<file path="config.mk">
export PLATFORM = sky130hd
export DESIGN_NAME = irq_entry_seq
export DESIGN_NICKNAME = d
export VERILOG_FILES = /design/src/rtl/irq_entry_pkg.sv /design/src/rtl/irq_edge_latch.sv /design/src/rtl/irq_arbiter.sv /design/src/rtl/irq_entry_fsm.sv /design/src/rtl/irq_phys_addr.sv /design/src/rtl/irq_entry_seq.sv
export SDC_FILE = /design/constraint.sdc
export NUM_CORES = 1
export LEC_CHECK = 0
export BUFFER_PORTS_ARGS = -buffer_cell sky130_fd_sc_hd__buf_2
export CAP_MARGIN = 20
export CORE_MARGIN = 2
export CORE_UTILIZATION = 46
export CTS_CLUSTER_SIZE = 16
export DETAILED_ROUTE_END_ITERATION = 8
export HOLD_SLACK_MARGIN = 0.03
export PLACE_DENSITY = 0.82
export SYNTH_ARGS = -nofsm -noshare
export SYNTH_HDL_FRONTEND = slang
export SYNTH_SLANG_ARGS = --single-unit
export TNS_END_PERCENT = 20
</file>
<file path="constraint.sdc">
create_clock -name clk_i -period 8.2 [get_ports clk_i]
set_input_delay 1.64 -clock clk_i [delete_from_list [all_inputs] [get_ports clk_i]]
set_output_delay 1.64 -clock clk_i [all_outputs]
set_load 0.01 [all_outputs]
</file>
<file path="src/rtl/irq_entry_pkg.sv">
package irq_entry_pkg;

  typedef enum logic [3:0] {
    ST_IDLE,
    ST_ACK1,
    ST_ACK_GAP,
    ST_ACK2,
    ST_PUSH_F,
    ST_PUSH_CS,
    ST_PUSH_IP,
    ST_VEC_LO,
    ST_VEC_HI,
    ST_POP_IP,
    ST_POP_CS,
    ST_POP_F
  } seq_state_e;

  // flag bit positions seen in the pushed image
  localparam int FLAG_TF = 8;
  localparam int FLAG_IF = 9;
  localparam int FLAG_OF = 11;

  localparam int TYPE_STEP = 1;
  localparam int TYPE_NMI  = 2;
  localparam int TYPE_OVF  = 4;

endpackage

</file>
<file path="src/rtl/irq_edge_latch.sv">
module irq_edge_latch (
  input  logic clk_i,
  input  logic rst_ni,
  input  logic lvl_i,
  input  logic clr_i,
  output logic pend_o
);

  logic lvl_q;
  logic pend_q;
  logic rise;

  assign rise   = lvl_i & ~lvl_q;
  assign pend_o = pend_q;

  always_ff @(posedge clk_i or negedge rst_ni) begin
    if (!rst_ni) begin
      lvl_q  <= 1'b0;
      pend_q <= 1'b0;
    end else begin
      lvl_q  <= lvl_i;
      pend_q <= (pend_q & ~clr_i) | rise;
    end
  end


  nmi_latch_chk: assert property (@(posedge clk_i) disable iff (!rst_ni)
    (lvl_i && !lvl_q) |=> pend_o);

endmodule

</file>
<file path="src/rtl/irq_arbiter.sv">
module irq_arbiter
  import irq_entry_pkg::*;
#(
  parameter int TYPE_W = 8
) (
  input  logic              eval_i,
  input  logic              trap_i,
  input  logic [TYPE_W-1:0] trap_type_i,
  input  logic              ovf_trap_i,
  input  logic              of_i,
  input  logic              nmi_pend_i,
  input  logic              intr_i,
  input  logic              if_i,
  input  logic              tf_i,
  output logic              vec_go_o,
  output logic              ack_go_o,
  output logic              nmi_take_o,
  output logic [TYPE_W-1:0] type_o
);

  always_comb begin
    vec_go_o   = 1'b0;
    ack_go_o   = 1'b0;
    nmi_take_o = 1'b0;
    type_o     = '0;
    if (eval_i) begin
      if (trap_i) begin
        vec_go_o = 1'b1;
        type_o   = trap_type_i;
      end else if (ovf_trap_i && of_i) begin
        vec_go_o = 1'b1;
        type_o   = TYPE_W'(TYPE_OVF);
      end else if (nmi_pend_i) begin
        vec_go_o   = 1'b1;
        nmi_take_o = 1'b1;
        type_o     = TYPE_W'(TYPE_NMI);
      end else if (intr_i && if_i) begin
        ack_go_o = 1'b1;
      end else if (tf_i) begin
        vec_go_o = 1'b1;
        type_o   = TYPE_W'(TYPE_STEP);
      end
    end
  end

endmodule

</file>
<file path="src/rtl/irq_entry_fsm.sv">
module irq_entry_fsm
  import irq_entry_pkg::*;
(
  input  logic       clk_i,
  input  logic       rst_ni,
  input  logic       vec_go_i,
  input  logic       ack_go_i,
  input  logic       ret_go_i,
  output seq_state_e state_o
);

  seq_state_e state_q, state_d;

  always_comb begin
    state_d = state_q;
    unique case (state_q)
      ST_IDLE: begin
        if (ret_go_i)      state_d = ST_POP_IP;
        else if (vec_go_i) state_d = ST_PUSH_F;
        else if (ack_go_i) state_d = ST_ACK1;
      end
      ST_ACK1:    state_d = ST_ACK_GAP;
      ST_ACK_GAP: state_d = ST_ACK2;
      ST_ACK2:    state_d = ST_PUSH_F;
      ST_PUSH_F:  state_d = ST_PUSH_CS;
      ST_PUSH_CS: state_d = ST_PUSH_IP;
      ST_PUSH_IP: state_d = ST_VEC_LO;
      ST_VEC_LO:  state_d = ST_VEC_HI;
      ST_VEC_HI:  state_d = ST_IDLE;
      ST_POP_IP:  state_d = ST_POP_CS;
      ST_POP_CS:  state_d = ST_POP_F;
      ST_POP_F:   state_d = ST_IDLE;
      default:    state_d = ST_IDLE;
    endcase
  end

  always_ff @(posedge clk_i or negedge rst_ni) begin
    if (!rst_ni) state_q <= ST_IDLE;
    else         state_q <= state_d;
  end

  assign state_o = state_q;

endmodule

</file>
<file path="src/rtl/irq_phys_addr.sv">
module irq_phys_addr #(
  parameter int DATA_W    = 16,
  parameter int ADDR_W    = 20,
  parameter int SEG_SHIFT = 4
) (
  input  logic [DATA_W-1:0] seg_i,
  input  logic [DATA_W-1:0] off_i,
  output logic [ADDR_W-1:0] addr_o
);

  // carry out of the top bit is dropped (wraps)
  assign addr_o = ADDR_W'({seg_i, {SEG_SHIFT{1'b0}}}) + ADDR_W'(off_i);

endmodule

</file>
<file path="src/rtl/irq_entry_seq.sv">
module irq_entry_seq
  import irq_entry_pkg::*;
#(
  parameter int                 DATA_W    = 16,
  parameter int                 ADDR_W    = 20,
  parameter int                 TYPE_W    = 8,
  parameter int                 SEG_SHIFT = 4,
  parameter logic [DATA_W-1:0]  STACK_SEG = 'h0100,
  parameter logic [DATA_W-1:0]  SP_RST    = 'h0100,
  parameter logic [DATA_W-1:0]  CS_RST    = 'hF000,
  parameter logic [DATA_W-1:0]  FLAGS_RST = 'h0002
) (
  input  logic              clk_i,
  input  logic              rst_ni,
  input  logic              instr_end_i,
  input  logic [DATA_W-1:0] ret_ip_i,
  input  logic              iret_i,
  input  logic              trap_i,
  input  logic [TYPE_W-1:0] trap_type_i,
  input  logic              into_i,
  input  logic              flags_we_i,
  input  logic [DATA_W-1:0] flags_wdata_i,
  input  logic              nmi_i,
  input  logic              intr_i,
  output logic              inta_o,
  input  logic [TYPE_W-1:0] ext_type_i,
  output logic              mem_req_o,
  output logic              mem_we_o,
  output logic [ADDR_W-1:0] mem_addr_o,
  output logic [DATA_W-1:0] mem_wdata_o,
  input  logic [DATA_W-1:0] mem_rdata_i,
  output logic              busy_o,
  output logic [DATA_W-1:0] flags_o,
  output logic [DATA_W-1:0] cs_o,
  output logic [DATA_W-1:0] ip_o,
  output logic [DATA_W-1:0] sp_o
);

  localparam int                WORD_BYTES = DATA_W / 8;
  localparam int                VEC_SHIFT  = $clog2(2 * WORD_BYTES);
  localparam logic [DATA_W-1:0] STEP       = DATA_W'(WORD_BYTES);

  seq_state_e        state;
  logic              idle, eval, ret_go;
  logic              vec_go, ack_go, nmi_take, nmi_pend;
  logic [TYPE_W-1:0] arb_type;
  logic              in_push, in_pop, in_vec;
  logic [DATA_W-1:0] sp_dec, seg_sel, off_sel, vec_off;

  logic [DATA_W-1:0] flags_q, cs_q, ip_q, sp_q;
  logic [TYPE_W-1:0] type_q;

  assign idle   = (state == ST_IDLE);
  assign eval   = idle & instr_end_i & ~iret_i;
  assign ret_go = idle & instr_end_i & iret_i;

  irq_edge_latch u_nmi (
    .clk_i  (clk_i),
    .rst_ni (rst_ni),
    .lvl_i  (nmi_i),
    .clr_i  (nmi_take),
    .pend_o (nmi_pend)
  );

  irq_arbiter #(.TYPE_W(TYPE_W)) u_arb (
    .eval_i      (eval),
    .trap_i      (trap_i),
    .trap_type_i (trap_type_i),
    .ovf_trap_i  (into_i),
    .of_i        (flags_q[FLAG_OF]),
    .nmi_pend_i  (nmi_pend),
    .intr_i      (intr_i),
    .if_i        (flags_q[FLAG_IF]),
    .tf_i        (flags_q[FLAG_TF]),
    .vec_go_o    (vec_go),
    .ack_go_o    (ack_go),
    .nmi_take_o  (nmi_take),
    .type_o      (arb_type)
  );

  irq_entry_fsm u_fsm (
    .clk_i    (clk_i),
    .rst_ni   (rst_ni),
    .vec_go_i (vec_go),
    .ack_go_i (ack_go),
    .ret_go_i (ret_go),
    .state_o  (state)
  );

  assign in_push = (state == ST_PUSH_F) || (state == ST_PUSH_CS) || (state == ST_PUSH_IP);
  assign in_pop  = (state == ST_POP_IP) || (state == ST_POP_CS) || (state == ST_POP_F);
  assign in_vec  = (state == ST_VEC_LO) || (state == ST_VEC_HI);
  assign sp_dec  = sp_q - STEP;
  assign vec_off = (DATA_W'(type_q) << VEC_SHIFT) + ((state == ST_VEC_HI) ? STEP : '0);

  // vector table lives in segment 0
  assign seg_sel = in_vec ? '0 : STACK_SEG;
  assign off_sel = in_push ? sp_dec : (in_pop ? sp_q : vec_off);

  irq_phys_addr #(
    .DATA_W    (DATA_W),
    .ADDR_W    (ADDR_W),
    .SEG_SHIFT (SEG_SHIFT)
  ) u_addr (
    .seg_i  (seg_sel),
    .off_i  (off_sel),
    .addr_o (mem_addr_o)
  );

  always_comb begin
    unique case (state)
      ST_PUSH_F:  mem_wdata_o = flags_q;
      ST_PUSH_CS: mem_wdata_o = cs_q;
      default:    mem_wdata_o = ip_q;
    endcase
  end

  assign mem_req_o = in_push | in_pop | in_vec;
  assign mem_we_o  = in_push;
  assign inta_o    = (state == ST_ACK1) || (state == ST_ACK2);
  assign busy_o    = ~idle;
  assign flags_o   = flags_q;
  assign cs_o      = cs_q;
  assign ip_o      = ip_q;
  assign sp_o      = sp_q;

  always_ff @(posedge clk_i or negedge rst_ni) begin
    if (!rst_ni) begin
      flags_q <= FLAGS_RST;
      cs_q    <= CS_RST;
      ip_q    <= '0;
      sp_q    <= SP_RST;
      type_q  <= '0;
    end else begin
      unique case (state)
        ST_IDLE: begin
          if (flags_we_i) flags_q <= flags_wdata_i;
          if (eval)       ip_q    <= ret_ip_i;
          if (vec_go)     type_q  <= arb_type;
        end
        ST_ACK2: type_q <= ext_type_i;
        ST_PUSH_F: begin
          flags_q[FLAG_IF] <= 1'b0;
          flags_q[FLAG_TF] <= 1'b0;
          sp_q             <= sp_dec;
        end
        ST_PUSH_CS, ST_PUSH_IP: sp_q <= sp_dec;
        ST_VEC_LO: ip_q <= mem_rdata_i;
        ST_VEC_HI: cs_q <= mem_rdata_i;
        ST_POP_IP: begin
          ip_q <= mem_rdata_i;
          sp_q <= sp_q + STEP;
        end
        ST_POP_CS: begin
          cs_q <= mem_rdata_i;
          sp_q <= sp_q + STEP;
        end
        ST_POP_F: begin
          flags_q <= mem_rdata_i;
          sp_q    <= sp_q + STEP;
        end
        default: ;
      endcase
    end
  end


  no_start_chk: assert property (@(posedge clk_i) disable iff (!rst_ni)
    (!instr_end_i && !busy_o) |=> !busy_o);


  intr_mask_chk: assert property (@(posedge clk_i) disable iff (!rst_ni)
    (state == ST_ACK1) |-> $past(flags_o[FLAG_IF]));


  inta_gap_chk: assert property (@(posedge clk_i) disable iff (!rst_ni)
    inta_o |=> !inta_o);


  push_sp_chk: assert property (@(posedge clk_i) disable iff (!rst_ni)
    (mem_req_o && mem_we_o) |=> (sp_o == $past(sp_o) - STEP));


  flag_clr_chk: assert property (@(posedge clk_i) disable iff (!rst_ni)
    (state == ST_PUSH_F) |=> (!flags_o[FLAG_IF] && !flags_o[FLAG_TF]));


  pop_sp_chk: assert property (@(posedge clk_i) disable iff (!rst_ni)
    (state == ST_POP_IP) |=> (sp_o == $past(sp_o) + STEP));

endmodule

</file>
==> results by group <==
Synthesis
  • Yosys warns: 0
  • Synth Area per Inst: 9.29 µm²
  • Syn Std Cell Area: between 4000 and 5000 µm²
  • Top cell type's share of synthesized area: 0.393
  • Sequential-to-total area share from yosys stat: 0.428
  • Dominant cells by area after synthesis: dfrtp_1 (39%), mux2i_1 (7.5%), nor2_1 (4.1%)
  • Predominant post-synthesis flop cell: dfrtp_1
  • Async SR Flop Fraction: 1.00
  • Register bit total from synthesis: 77
  • Cell variety after synth: between 50 and 60
  • Synthesized instance count: 486
  • Number of flops mapped to enable cells by yosys: 0
  • Area leader, netlist: dfrtp_1

Detailed routing
  • Initial DRC count: 192
  • # DRC: 0
  • Routed via count: 4298
  • TritonRoute pass-1 iters: 5
  • Avg WL per Cell: 17.2 µm
  • Routed WL: 13300 µm
  • Post-DRT Antenna Nets: 0
  • Vias per cell: 5.57

Timing
  • Final Max Slew Viols: 0
  • Relative slew slack: 0.317
  • Slew @ Worst Pin: 1020 ps
  • Fmax: 0.204 GHz
  • Final setup viols: 0
  • Endpoints failing hold: 0
  • Setup WS post-layout: 3300 ps
  • Worst-case clock skew: 10.3 ps
  • Tcrit/Tclk final: 0.598
  • Crit path time final: 4900 ps
  • RSZ-0062 raised after global routing: no
  • Final setup TNS: 0 ps

Worst setup path
  • CP arrival: 3260 ps
  • R2R Path Start: u_fsm.state_o[0]
  • Crit path required time: 6560 ps
  • Crit path launch type: flip-flop
  • FF-to-FF path depth: 4
  • Critical Path Sink Type: primary output
  • Setup CP Type: reg2out
  • CP Max Fanout: 28
  • Worst r2r dst: flags_o[10]
  • Worst reg-to-reg setup slack: about 5500 ps

Floorplanning
  • Die Span Y: 103 µm
  • Die ar.: around 11000 µm²
  • Num rows: 36
  • Core area: ~9600 µm²
  • Initial Util: 0.468
  • Io pins: 177
  • Die Wd: roughly 100 µm

Min path
  • HP Class: reg2reg
  • HP Start: u_nmi.lvl_q
  • Hold depth: 1
  • Hold endpoint: u_nmi.pend_o

Cells and area
  • Layout area overhead: 24.3%
  • Number of diodes: 0
  • Non-filler cells, final: slightly below 800
  • Most common cell after layout, fill and taps aside: buf_2
  • Utilization after layout: 0.582
  • Fin nets: 711
  • Final Cell Area: 5610 µm²
  • Most frequent cells in the layout: buf_2 (170), dfrtp_1 (71), nor2_1 (48)
  • Share of cells above drive strength 1: 0.355

Global routing
  • Number of global-route vias before repair: 4115
  • Total GRT Usage: 0.252
  • Largest net degree at the start of global routing: 78
  • First-pass GRT wire length: 20500 µm
  • Initial antenna violation count: 0
  • Grt ovf: 0

Clock network
  • Worst-path clk slew: approximately 80 ps
  • Post-CTS Setup Bufs: 0
  • Htree depth: 3
  • Clock Path Buffers: 2
  • CTS tree: done
  • Hold buffers post-CTS: 0
  • CTS root buffer: clkbuf_8
  • Post-cts sizing count: 0
  • Worst-skew pair later-pin latency: 360 ps
  • TritonCTS Buffers: 9
  • Number of clock sinks: 77

Pwr
  • Max IR drop VDD: slightly above 200 µV
  • PwrDens: 418 nW/µm²
  • P_leak: about 2.9 nW

Placement
  • Placer congestion estimate: 0.900
  • # placed instances: 754
  • Place WS: 3700 ps
  • Dpl hpwl: 9530 µm
  • Port bufs: approximately 170
  • Placed cell areas: 5380 µm²

Run status
  • Status: complete, no violations

Flow run
  • Max-cap violations: 0
## layer usage
metal  routed length, µm  global-route usage  part of all wire
met5                   0                   0                 0
met4                 189              0.0830             0.014
met3                1130              0.0725             0.085
met2                6630               0.426              0.50
met1                5360               0.312              0.40
## worst max-delay path: stages (launching register included)
cell	delay [ps]
dfrtp_1	910
nand2_1	250
nand2_1	370
inv_1	340
nand2_1	190
o21ai_0	100
ha_1	230
ha_1	210
xor2_1	160
buf_2	130
## area by class of cell
type                    instances  area, µm²
fillers                       879       4030
multi-input cells             359       2350
flip-flops and latches         77       1930
repair buffers                178        951
well taps                     133        166
clock buffers                  12        155
inverters                       9       33.8
clock inverters                 4       22.5
## synthesized netlist by cell type, types with 2 or more instances
cell	count
a211oi_1	3
nand3_1	8
a21oi_1	29
nand2b_1	5
a311oi_1	3
or3_1	3
or4_1	2
o21a_1	2
o22ai_1	5
ha_1	4
nor2b_1	5
buf_6	2
a41oi_1	2
o22a_1	2
clkbuf_1	27
o21ai_0	35
nand4_1	2
inv_1	9
xnor2_1	12
and2_1	2
nor2_1	49
a22oi_1	8
xor2_1	5
buf_1	3
a221o_1	17
dfstp_2	6
buf_4	8
and3_1	17
a21boi_0	4
or2_1	3
nand2_1	47
dfrtp_1	71
buf_2	5
nor4_2	2
mux2i_1	34
mux2_2	16
nor3_1	6
or4_4	2
a21o_1	2
## power breakdown
group	total [mW]	switching, mW	internal [mW]
clock network	0.270	0.145	0.125
logic	1.27	0.704	0.569
registers	0.806	0.229	0.577
total	2.35	1.08	1.27
## worst max-delay path by stage
stage,start,to,slack [ps],cells after the start
2_1_floorplan,sp_o[1],mem_addr_o[14],3930,9
3_5_place_dp,u_fsm.state_o[0],mem_addr_o[14],3700,9
6_report,u_fsm.state_o[0],mem_addr_o[14],3300,9
3_3_place_gp,u_fsm.state_o[0],mem_addr_o[14],3810,9
4_1_cts,u_fsm.state_o[0],mem_addr_o[14],3290,9
5_1_grt,u_fsm.state_o[2],mem_addr_o[14],3080,9
## cell families after synthesis
kind of cell | after synthesis | share of synthesized area
multiplexers | 50 | 0.115
XOR/XNOR | 17 | 0.0330
adder cells (fa/ha/maj) | 4 | 0.0111
buffers and inverters | 54 | 0.0562
AND/OR/NAND/NOR | 161 | 0.175
flip-flops | 77 | 0.428
AO/OA/AOI/OAI | 122 | 0.180
other | 1 | 0.000830
## per-stage QoR
| stage | total power [mW] | hold WS, ps |
|---|---|---|
| after floorplan | 1.58 | 400 |
| after global placement | 2.03 | 411 |
| after detailed placement | 2.07 | 433 |
| after CTS | 2.34 | 440 |
| after global routing | 2.54 | 467 |
| final | 2.35 | 439 |
## state kept, by name (all words and copies together), names as in the netlist
register and flops:
sp_o 15, type_q 8, u_nmi.lvl_q 1, u_nmi.pend_o 1, cs_o 16, flags_o 16, u_fsm.state_o 4, ip_o 16
(Power assumes the default switching activity.)
